File: config.mk
export PLATFORM = sky130hd
export DESIGN_NAME = tdes_core
export DESIGN_NICKNAME = d
export VERILOG_FILES = /design/src/rtl/tdes_pkg.sv /design/src/rtl/tdes_feistel.sv /design/src/rtl/tdes_key_sched.sv /design/src/rtl/tdes_seq.sv /design/src/rtl/tdes_core.sv
export SDC_FILE = /design/constraint.sdc
export NUM_CORES = 1
export LEC_CHECK = 0
export ABC_AREA = 1
export BUFFER_PORTS_ARGS = -buffer_cell sky130_fd_sc_hd__buf_2
export CAP_MARGIN = 20
export CORE_MARGIN = 2
export CORE_UTILIZATION = 45
export CTS_CLUSTER_DIAMETER = 200
export DETAILED_ROUTE_END_ITERATION = 6
export MAX_ROUTING_LAYER = met4
export PLACE_DENSITY_LB_ADDON = 0.2
export SLEW_MARGIN = 0
export SYNTH_ARGS = -nofsm -noshare
export SYNTH_HDL_FRONTEND = slang
export SYNTH_SLANG_ARGS = --single-unit
File: constraint.sdc
create_clock -name clk_i -period 2.7 [get_ports clk_i]
set_clock_uncertainty 0.05 [all_clocks]
set_input_delay 0.405 -clock clk_i [delete_from_list [all_inputs] [get_ports clk_i]]
set_output_delay 0.405 -clock clk_i [all_outputs]
set_load 0.02 [all_outputs]
File: src/rtl/tdes_pkg.sv
package tdes_pkg;

  localparam int BLK_W     = 64;
  localparam int HALF_W    = BLK_W / 2;
  localparam int CD_W      = 56;
  localparam int CD_HALF_W = CD_W / 2;
  localparam int SUBKEY_W  = 48;
  localparam int NUM_SBOX  = 8;
  localparam int ROUNDS    = 16;
  localparam int PASSES    = 3;
  localparam int LATENCY   = ROUNDS * PASSES;
  localparam int RND_W     = $clog2(ROUNDS);
  localparam int PASS_W    = $clog2(PASSES);

  typedef enum logic [1:0] {
    KEYS_THREE = 2'b00,
    KEYS_TWO   = 2'b01,
    KEYS_ONE   = 2'b10,
    KEYS_ONE_B = 2'b11
  } key_mode_e;

  localparam int IP_T [64] = '{
    58,50,42,34,26,18,10,2,60,52,44,36,28,20,12,4,
    62,54,46,38,30,22,14,6,64,56,48,40,32,24,16,8,
    57,49,41,33,25,17,9,1,59,51,43,35,27,19,11,3,
    61,53,45,37,29,21,13,5,63,55,47,39,31,23,15,7};
  localparam int E_T [48] = '{
    32,1,2,3,4,5,4,5,6,7,8,9,8,9,10,11,12,13,12,13,14,15,16,17,
    16,17,18,19,20,21,20,21,22,23,24,25,24,25,26,27,28,29,28,29,30,31,32,1};
  localparam int P_T [32] = '{
    16,7,20,21,29,12,28,17,1,15,23,26,5,18,31,10,
    2,8,24,14,32,27,3,9,19,13,30,6,22,11,4,25};
  localparam int PC1_T [56] = '{
    57,49,41,33,25,17,9,1,58,50,42,34,26,18,10,2,59,51,43,35,27,19,11,3,60,52,44,36,
    63,55,47,39,31,23,15,7,62,54,46,38,30,22,14,6,61,53,45,37,29,21,13,5,28,20,12,4};
  localparam int PC2_T [48] = '{
    14,17,11,24,1,5,3,28,15,6,21,10,23,19,12,4,26,8,16,7,27,20,13,2,
    41,52,31,37,47,55,30,40,51,45,33,48,44,49,39,56,34,53,46,42,50,36,29,32};

  localparam int SB0 [64] = '{
    14,4,13,1,2,15,11,8,3,10,6,12,5,9,0,7, 0,15,7,4,14,2,13,1,10,6,12,11,9,5,3,8,
    4,1,14,8,13,6,2,11,15,12,9,7,3,10,5,0, 15,12,8,2,4,9,1,7,5,11,3,14,10,0,6,13};
  localparam int SB1 [64] = '{
    15,1,8,14,6,11,3,4,9,7,2,13,12,0,5,10, 3,13,4,7,15,2,8,14,12,0,1,10,6,9,11,5,
    0,14,7,11,10,4,13,1,5,8,12,6,9,3,2,15, 13,8,10,1,3,15,4,2,11,6,7,12,0,5,14,9};
  localparam int SB2 [64] = '{
    10,0,9,14,6,3,15,5,1,13,12,7,11,4,2,8, 13,7,0,9,3,4,6,10,2,8,5,14,12,11,15,1,
    13,6,4,9,8,15,3,0,11,1,2,12,5,10,14,7, 1,10,13,0,6,9,8,7,4,15,14,3,11,5,2,12};
  localparam int SB3 [64] = '{
    7,13,14,3,0,6,9,10,1,2,8,5,11,12,4,15, 13,8,11,5,6,15,0,3,4,7,2,12,1,10,14,9,
    10,6,9,0,12,11,7,13,15,1,3,14,5,2,8,4, 3,15,0,6,10,1,13,8,9,4,5,11,12,7,2,14};
  localparam int SB4 [64] = '{
    2,12,4,1,7,10,11,6,8,5,3,15,13,0,14,9, 14,11,2,12,4,7,13,1,5,0,15,10,3,9,8,6,
    4,2,1,11,10,13,7,8,15,9,12,5,6,3,0,14, 11,8,12,7,1,14,2,13,6,15,0,9,10,4,5,3};
  localparam int SB5 [64] = '{
    12,1,10,15,9,2,6,8,0,13,3,4,14,7,5,11, 10,15,4,2,7,12,9,5,6,1,13,14,0,11,3,8,
    9,14,15,5,2,8,12,3,7,0,4,10,1,13,11,6, 4,3,2,12,9,5,15,10,11,14,1,7,6,0,8,13};
  localparam int SB6 [64] = '{
    4,11,2,14,15,0,8,13,3,12,9,7,5,10,6,1, 13,0,11,7,4,9,1,10,14,3,5,12,2,15,8,6,
    1,4,11,13,12,3,7,14,10,15,6,8,0,5,9,2, 6,11,13,8,1,4,10,7,9,5,0,15,14,2,3,12};
  localparam int SB7 [64] = '{
    13,2,8,4,6,15,11,1,10,9,3,14,5,0,12,7, 1,15,13,8,10,3,7,4,12,5,6,11,0,14,9,2,
    7,11,4,1,9,12,14,2,0,6,10,13,15,3,5,8, 2,1,14,7,4,10,8,13,15,12,9,0,3,5,6,11};

  // table entries count from the MSB, starting at 1
  function automatic logic [BLK_W-1:0] init_perm(logic [BLK_W-1:0] x);
    logic [BLK_W-1:0] o;
    for (int i = 0; i < BLK_W; i++) o[6'(BLK_W-1-i)] = x[6'(BLK_W-IP_T[i])];
    return o;
  endfunction

  // inverse of the initial permutation
  function automatic logic [BLK_W-1:0] final_perm(logic [BLK_W-1:0] x);
    logic [BLK_W-1:0] o;
    for (int i = 0; i < BLK_W; i++) o[6'(BLK_W-IP_T[i])] = x[6'(BLK_W-1-i)];
    return o;
  endfunction

  function automatic logic [SUBKEY_W-1:0] expand(logic [HALF_W-1:0] r);
    logic [SUBKEY_W-1:0] o;
    for (int i = 0; i < SUBKEY_W; i++) o[6'(SUBKEY_W-1-i)] = r[5'(HALF_W-E_T[i])];
    return o;
  endfunction

  function automatic logic [HALF_W-1:0] pbox(logic [HALF_W-1:0] s);
    logic [HALF_W-1:0] o;
    for (int i = 0; i < HALF_W; i++) o[5'(HALF_W-1-i)] = s[5'(HALF_W-P_T[i])];
    return o;
  endfunction

  function automatic logic [CD_W-1:0] key_pc1(logic [BLK_W-1:0] k);
    logic [CD_W-1:0] o;
    for (int i = 0; i < CD_W; i++) o[6'(CD_W-1-i)] = k[6'(BLK_W-PC1_T[i])];
    return o;
  endfunction

  function automatic logic [SUBKEY_W-1:0] key_pc2(logic [CD_W-1:0] cd);
    logic [SUBKEY_W-1:0] o;
    for (int i = 0; i < SUBKEY_W; i++) o[6'(SUBKEY_W-1-i)] = cd[6'(CD_W-PC2_T[i])];
    return o;
  endfunction

  function automatic logic [3:0] sbox(int n, logic [5:0] x);
    logic [5:0] idx;
    idx = {x[5], x[0], x[4:1]};
    case (n)
      0: return 4'(SB0[idx]);
      1: return 4'(SB1[idx]);
      2: return 4'(SB2[idx]);
      3: return 4'(SB3[idx]);
      4: return 4'(SB4[idx]);
      5: return 4'(SB5[idx]);
      6: return 4'(SB6[idx]);
      default: return 4'(SB7[idx]);
    endcase
  endfunction

  // rotation step of the round about to run; decrypt walks the schedule backwards
  function automatic logic [1:0] rot_amt(logic enc, logic [RND_W-1:0] rnd);
    logic one_step;
    one_step = (rnd == RND_W'(1)) || (rnd == RND_W'(8)) || (rnd == RND_W'(ROUNDS-1));
    if (enc) return (one_step || rnd == '0) ? 2'd1 : 2'd2;
    if (rnd == '0) return 2'd0;
    return one_step ? 2'd1 : 2'd2;
  endfunction

  function automatic logic [CD_HALF_W-1:0] rot_half(logic [CD_HALF_W-1:0] c,
                                                   logic [1:0] amt, logic left);
    case (amt)
      2'd1:    return left ? {c[CD_HALF_W-2:0], c[CD_HALF_W-1]}
                           : {c[0], c[CD_HALF_W-1:1]};
      2'd2:    return left ? {c[CD_HALF_W-3:0], c[CD_HALF_W-1:CD_HALF_W-2]}
                           : {c[1:0], c[CD_HALF_W-1:2]};
      default: return c;
    endcase
  endfunction

endpackage

File: src/rtl/tdes_feistel.sv
module tdes_feistel
  import tdes_pkg::*;
(
  input  logic [HALF_W-1:0]   r_i,
  input  logic [SUBKEY_W-1:0] subkey_i,
  output logic [HALF_W-1:0]   f_o
);

  logic [SUBKEY_W-1:0] mixed;
  logic [HALF_W-1:0]   sub_out;

  assign mixed = expand(r_i) ^ subkey_i;

  for (genvar j = 0; j < NUM_SBOX; j++) begin : g_sbox
    assign sub_out[HALF_W-1-4*j -: 4] = sbox(j, mixed[SUBKEY_W-1-6*j -: 6]);
  end

  assign f_o = pbox(sub_out);

endmodule

File: src/rtl/tdes_key_sched.sv
module tdes_key_sched
  import tdes_pkg::*;
(
  input  logic                clk_i,
  input  logic                rst_ni,
  input  logic                load_i,
  input  logic [CD_W-1:0]     load_key_i,
  input  logic                reload_i,
  input  logic [CD_W-1:0]     reload_key_i,
  input  logic                busy_i,
  input  logic                enc_pass_i,
  input  logic [RND_W-1:0]    rnd_i,
  output logic [SUBKEY_W-1:0] subkey_o
);

  logic [CD_HALF_W-1:0] c_q, d_q, c_rot, d_rot;
  logic [1:0]           amt;

  assign amt   = rot_amt(enc_pass_i, rnd_i);
  assign c_rot = rot_half(c_q, amt, enc_pass_i);
  assign d_rot = rot_half(d_q, amt, enc_pass_i);
  assign subkey_o = key_pc2({c_rot, d_rot});

  always_ff @(posedge clk_i or negedge rst_ni) begin
    if (!rst_ni) begin
      c_q <= '0;
      d_q <= '0;
    end else if (load_i) begin
      {c_q, d_q} <= load_key_i;
    end else if (reload_i) begin
      {c_q, d_q} <= reload_key_i;
    end else if (busy_i) begin
      c_q <= c_rot;
      d_q <= d_rot;
    end
  end

endmodule

File: src/rtl/tdes_seq.sv
module tdes_seq
  import tdes_pkg::*;
(
  input  logic              clk_i,
  input  logic              rst_ni,
  input  logic              start_i,
  output logic              accept_o,
  output logic              busy_o,
  output logic [RND_W-1:0]  rnd_o,
  output logic [PASS_W-1:0] pass_o,
  output logic              last_rnd_o,
  output logic              final_o
);

  logic              busy_q;
  logic [RND_W-1:0]  rnd_q;
  logic [PASS_W-1:0] pass_q;

  assign last_rnd_o = rnd_q == RND_W'(ROUNDS-1);
  assign final_o    = busy_q && last_rnd_o && pass_q == PASS_W'(PASSES-1);
  // the last round cycle may hand over to the next operation
  assign accept_o   = start_i && (!busy_q || final_o);

  always_ff @(posedge clk_i or negedge rst_ni) begin
    if (!rst_ni) begin
      busy_q <= 1'b0;
      rnd_q  <= '0;
      pass_q <= '0;
    end else if (accept_o) begin
      busy_q <= 1'b1;
      rnd_q  <= '0;
      pass_q <= '0;
    end else if (busy_q) begin
      if (last_rnd_o) begin
        rnd_q <= '0;
        if (pass_q == PASS_W'(PASSES-1)) busy_q <= 1'b0;
        else                             pass_q <= pass_q + 1'b1;
      end else begin
        rnd_q <= rnd_q + 1'b1;
      end
    end
  end

  assign busy_o = busy_q;
  assign rnd_o  = rnd_q;
  assign pass_o = pass_q;

endmodule

File: src/rtl/tdes_core.sv
module tdes_core
  import tdes_pkg::*;
(
  input  logic             clk_i,
  input  logic             rst_ni,
  input  logic             start_i,
  input  logic             encrypt_i,
  input  logic [1:0]       key_mode_i,
  input  logic [BLK_W-1:0] key1_i,
  input  logic [BLK_W-1:0] key2_i,
  input  logic [BLK_W-1:0] key3_i,
  input  logic [BLK_W-1:0] data_i,
  output logic [BLK_W-1:0] data_o,
  output logic             done_o
);

  logic              accept, busy, last_rnd, final_rnd, enc_q, enc_pass, reload, done_q;
  logic [RND_W-1:0]  rnd;
  logic [PASS_W-1:0] pass;
  logic [BLK_W-1:0]  k2_eff, k3_eff, key_first, key_last, res_q;
  logic [CD_W-1:0]   pk1_q, pk2_q;
  logic [HALF_W-1:0] l_q, r_q, f;
  logic [SUBKEY_W-1:0] subkey;

  tdes_seq i_seq (
    .clk_i     (clk_i),
    .rst_ni    (rst_ni),
    .start_i   (start_i),
    .accept_o  (accept),
    .busy_o    (busy),
    .rnd_o     (rnd),
    .pass_o    (pass),
    .last_rnd_o(last_rnd),
    .final_o   (final_rnd)
  );

  // keying option resolved at start; decrypt uses the keys in reverse order
  always_comb begin
    k2_eff    = key_mode_i[1] ? key1_i : key2_i;
    k3_eff    = (key_mode_e'(key_mode_i) == KEYS_THREE) ? key3_i : key1_i;
    key_first = encrypt_i ? key1_i : k3_eff;
    key_last  = encrypt_i ? k3_eff : key1_i;
  end

  // middle pass runs opposite to the outer ones
  assign enc_pass = enc_q ^ (pass == PASS_W'(1));
  assign reload   = busy && last_rnd && !final_rnd;

  tdes_key_sched i_key_sched (
    .clk_i       (clk_i),
    .rst_ni      (rst_ni),
    .load_i      (accept),
    .load_key_i  (key_pc1(key_first)),
    .reload_i    (reload),
    .reload_key_i(pass == '0 ? pk1_q : pk2_q),
    .busy_i      (busy),
    .enc_pass_i  (enc_pass),
    .rnd_i       (rnd),
    .subkey_o    (subkey)
  );

  tdes_feistel i_feistel (
    .r_i     (r_q),
    .subkey_i(subkey),
    .f_o     (f)
  );

  always_ff @(posedge clk_i or negedge rst_ni) begin
    if (!rst_ni) begin
      enc_q <= 1'b0;
      pk1_q <= '0;
      pk2_q <= '0;
    end else if (accept) begin
      enc_q <= encrypt_i;
      pk1_q <= key_pc1(k2_eff);
      pk2_q <= key_pc1(key_last);
    end
  end

  // last round of a pass stores the halves unswapped: FP then IP cancel between passes
  always_ff @(posedge clk_i or negedge rst_ni) begin
    if (!rst_ni) begin
      l_q <= '0;
      r_q <= '0;
    end else if (accept) begin
      {l_q, r_q} <= init_perm(data_i);
    end else if (busy) begin
      if (last_rnd) begin
        l_q <= l_q ^ f;
      end else begin
        l_q <= r_q;
        r_q <= l_q ^ f;
      end
    end
  end

  always_ff @(posedge clk_i or negedge rst_ni) begin
    if (!rst_ni) begin
      res_q  <= '0;
      done_q <= 1'b0;
    end else begin
      done_q <= final_rnd;
      if (final_rnd) res_q <= final_perm({l_q ^ f, r_q});
    end
  end

  assign data_o = res_q;
  assign done_o = done_q;

endmodule

==> results.md <==
* PortBufs at 74
* Met2 global-route usage at 0.407
* F_max at 365 MHz
* GR Overflow Total at 0
* Routed Antenna Nets at 0
* Most common cell in the synthesized netlist: nand2_1
* Largest net degree at the start of global routing at 46
* Final Cell Area at 0.0102 mm2
* Top post-synthesis cells by area: dfrtp_1, nand2_1, o21ai_0, nand3_1, inv_1
* Worst Path Arrival at between 2 and 3 ns
* Synth Register Bits at 104
* Final GP Congestion at 0.966
* Via count at ~8000
* Status: complete, but fails checks
* Slack of the critical path at -0.0401 ns
* Fin. Hold Viols at 6
* Dpl hpwl at 16600 um
* Final setup fails at 7
* Die Y at 136 um
* Synth Cell Area at 0.00787 mm2
* CTS root buf: clkbuf_16
* Core box area at 0.0172 mm2
* Cts bufs inserted at 9
* DRC viols at 0
* Post-Synthesis Cells at 1129
* Critical Path Sink Type: flip-flop
* Initial drt markers at 424
* Slowest cell delay on critical path at about 0.4 ns
* Yosys cell types at 42
* Total GRT Usage at 0.264
* Synth top area share at 0.331
* Vias in the first global route at approximately 7300
* Violated checks: hold timing, setup timing
* Post-synth top area cell: dfrtp_1
* Setup TNS at -0.110 ns
* Initial antenna violation count at 0
* Hold Crit Class: input pin to async pin
* CP Launch Type: flip-flop
* Max Cap Viol at 0
* Fill cell count at 1628
* Crit path max fanout at 5
* Vias per std cell at 5.10
* FF+latch area at between 0.002 and 0.003 mm2
* Row cnt at 48
* Clock-pin slew of the registers on the worst-case setup and hold paths at 0.07 ns
* Detailed Route WL at 22900 um
* Share of cells above drive strength 1 at 0.290
* Relative slew slack at 0.563
* DRT Pass-1 Iters at 5
* CTS tree: done
* Gr busiest metal: met2
* Synth Warn # at 0
* Initial Utilization at 0.458
* Crit path time final at 2.74 ns
* Placed cell area at 0.00898 mm2
* DIE WIDTH at ~140 um
* EDFF count, synth at 0
* Top cell family by delay on the critical path: simple AND/OR/NAND/NOR gates
* Syn-to-layout area delta at 29.9%
* Ports at 327
* Slew Limit Fails at 0
* Worst Path Buf+Inv at 5
* Fin crit share at 1.01
* Clock Path Buffers at 2
* Worst-skew pair later-pin latency at 0.37 ns
* Post-synth top flop: dfrtp_1
* Least-Margin Pin Slew at between 0.6 and 0.7 ns
* First-pass GRT wire length at roughly 37000 um
* Final Hold Slack at -0.00747 ns
* Global-route track usage on met3 at 0.0257
* Setup CP Type: flip-flop to flip-flop
* Met1 usage at 0.362
* Worst endpoint required time at 2.90 ns
* Setup repair after global routing missed its margin: yes
* FFs w/ async S/R, synth at 1.00
* Antenna Cells at 0
* Die footprint at 0.0186 mm2
* Post-CTS Hold Buffers at 0
* Crit-path cells: inv_2 > buf_6 > ha_4 > nand3_4 > inv_2 > nor2_4 > nand3_2 > nand3_2 > nand2_2 > nand2_4 > inv_2 > buf_6 > ha_1 > o21ai_1 > nand2_1 > nand3_2 > nand3_2 > nand2_1 > nand2_1 > nand3_1 > nand2_1
* Post-synthesis sequential area ratio at 0.331
* WL per Instance at around 15 um
* Clock sink count at about 100
* H-tree depth at 3
* Avg Inst Size Synth at between 6 and 7 um2
* Synth cell count leaders: nand2_1, inv_1, o21ai_0
* Nets@finish at 1603
* Slowest CP cell: dfrtp_1
* Area of the multi-input gates at 0.00489 mm2
## layer usage
metal	part of all wire	wire (um)
met1	0.46	10500
met2	0.47	10700
met3	0.044	1010
met4	0.030	677
met5	0	0
## registers in the layout, summed over array words and instances, names as in the netlist, 2 cells and up
| signal | cells |
|---|---|
| data_o | 16 |
| i_key_sched.d_q | 28 |
| i_seq.pass_o | 2 |
| i_seq.rnd_o | 4 |
| l_q | 7 |
| pk1_q | 12 |
| pk2_q | 12 |
| r_q | 20 |
## area by class of cell
class                      instances  area share
timing repair buffer             217       0.156
multi-input combinational        848       0.478
inverter                         135      0.0520
clock buffer                       9      0.0220
clock inverter                     7     0.00930
sequential                       104       0.255
tap                              225      0.0275
## repair_timing
action | CTS | global route
setup endpoints to repair | 14 | 21
cloned | 3 | 0
pin swaps | 32 | 18
gates resized for setup | 79 | 68
setup buffers | 24 | 8
## worst register-to-register path, cell delays in order, from the launching register on
cell     delay, ns
dfrtp_1       0.40
inv_2         0.09
buf_6         0.13
ha_4          0.15
nand3_4       0.09
inv_2         0.05
nor2_4        0.23
nand3_2       0.14
nand3_2       0.13
nand2_2       0.08
nand2_4       0.10
inv_2         0.06
buf_6         0.12
ha_1          0.18
o21ai_1       0.13
nand2_1       0.08
nand3_2       0.08
nand3_2       0.09
nand2_1       0.07
nand2_1       0.06
nand3_1       0.07
nand2_1       0.06
## final timing paths
| path | start | slack (ns) | end | cells past startpoint |
|---|---|---|---|---|
| setup / recovery | i_seq.rnd_o[1]$_DFFE_PN0P_ | -0.04 | r_q[0]$_DFFE_PN0P_ | 21 |
| setup reg to reg | i_seq.rnd_o[1]$_DFFE_PN0P_ | -0.04 | r_q[0]$_DFFE_PN0P_ | 21 |
| min in group clk_i | data_i[7] | 0.19 | r_q[31]$_DFFE_PN0P_ | 3 |
| hold / removal | rst_ni | -0.007 | pk2_q[16]$_DFFE_PN0P_ | 1 |
| hold reg to reg | data_o[19]$_DFFE_PN0P_ | 0.43 | data_o[19]$_DFFE_PN0P_ | 2 |
| max in group asynchronous | rst_ni | 1.80 | i_seq.rnd_o[0]$_DFFE_PN0P_ | 2 |
## cell usage in the layout (no fill, tap or decap), types with 19 or more instances in the layout
master / synthesis / layout
inv_1: 123 / 112
buf_4: 51 / 119
buf_6: 5 / 20
nand3_2: 10 / 34
nor2_1: 40 / 37
o22ai_1: 29 / 28
buf_2: 7 / 73
nand2_2: 22 / 31
nand3_1: 110 / 79
a21oi_1: 29 / 27
conb_1: 1 / 48
nand2_1: 326 / 304
ha_1: 26 / 19
o21ai_0: 117 / 112
dfrtp_1: 104 / 103
## cells by family (layout without fill, tap and decap cells)
logic type               after synthesis  count (layout)  synth area share
adder cells (fa/ha/maj)               26              26            0.0413
AO/OA/AOI/OAI                        229             229             0.165
XOR/XNOR                              10              10            0.0154
other                                  1              48          0.000476
buffers and inverters                226             368             0.140
AND/OR/NAND/NOR                      533             535             0.307
flip-flops                           104             104             0.331
## per-stage QoR
| step | util | setup slack [ns] | instances |
|---|---|---|---|
| global placement | 0.523 | -0.251 | 1496 |
| detailed placement | 0.523 | -0.281 | 1496 |
| global route | 0.595 | -0.250 | 1545 |
| CTS | 0.575 | -0.000242 | 1538 |
| finish | 0.595 | -0.0401 | 1545 |
| floorplan | - | 0.00456 | 1176 |
Power is not shown: default switching activity piles up to over one toggle a cycle in this logic, so the estimate is an artifact.
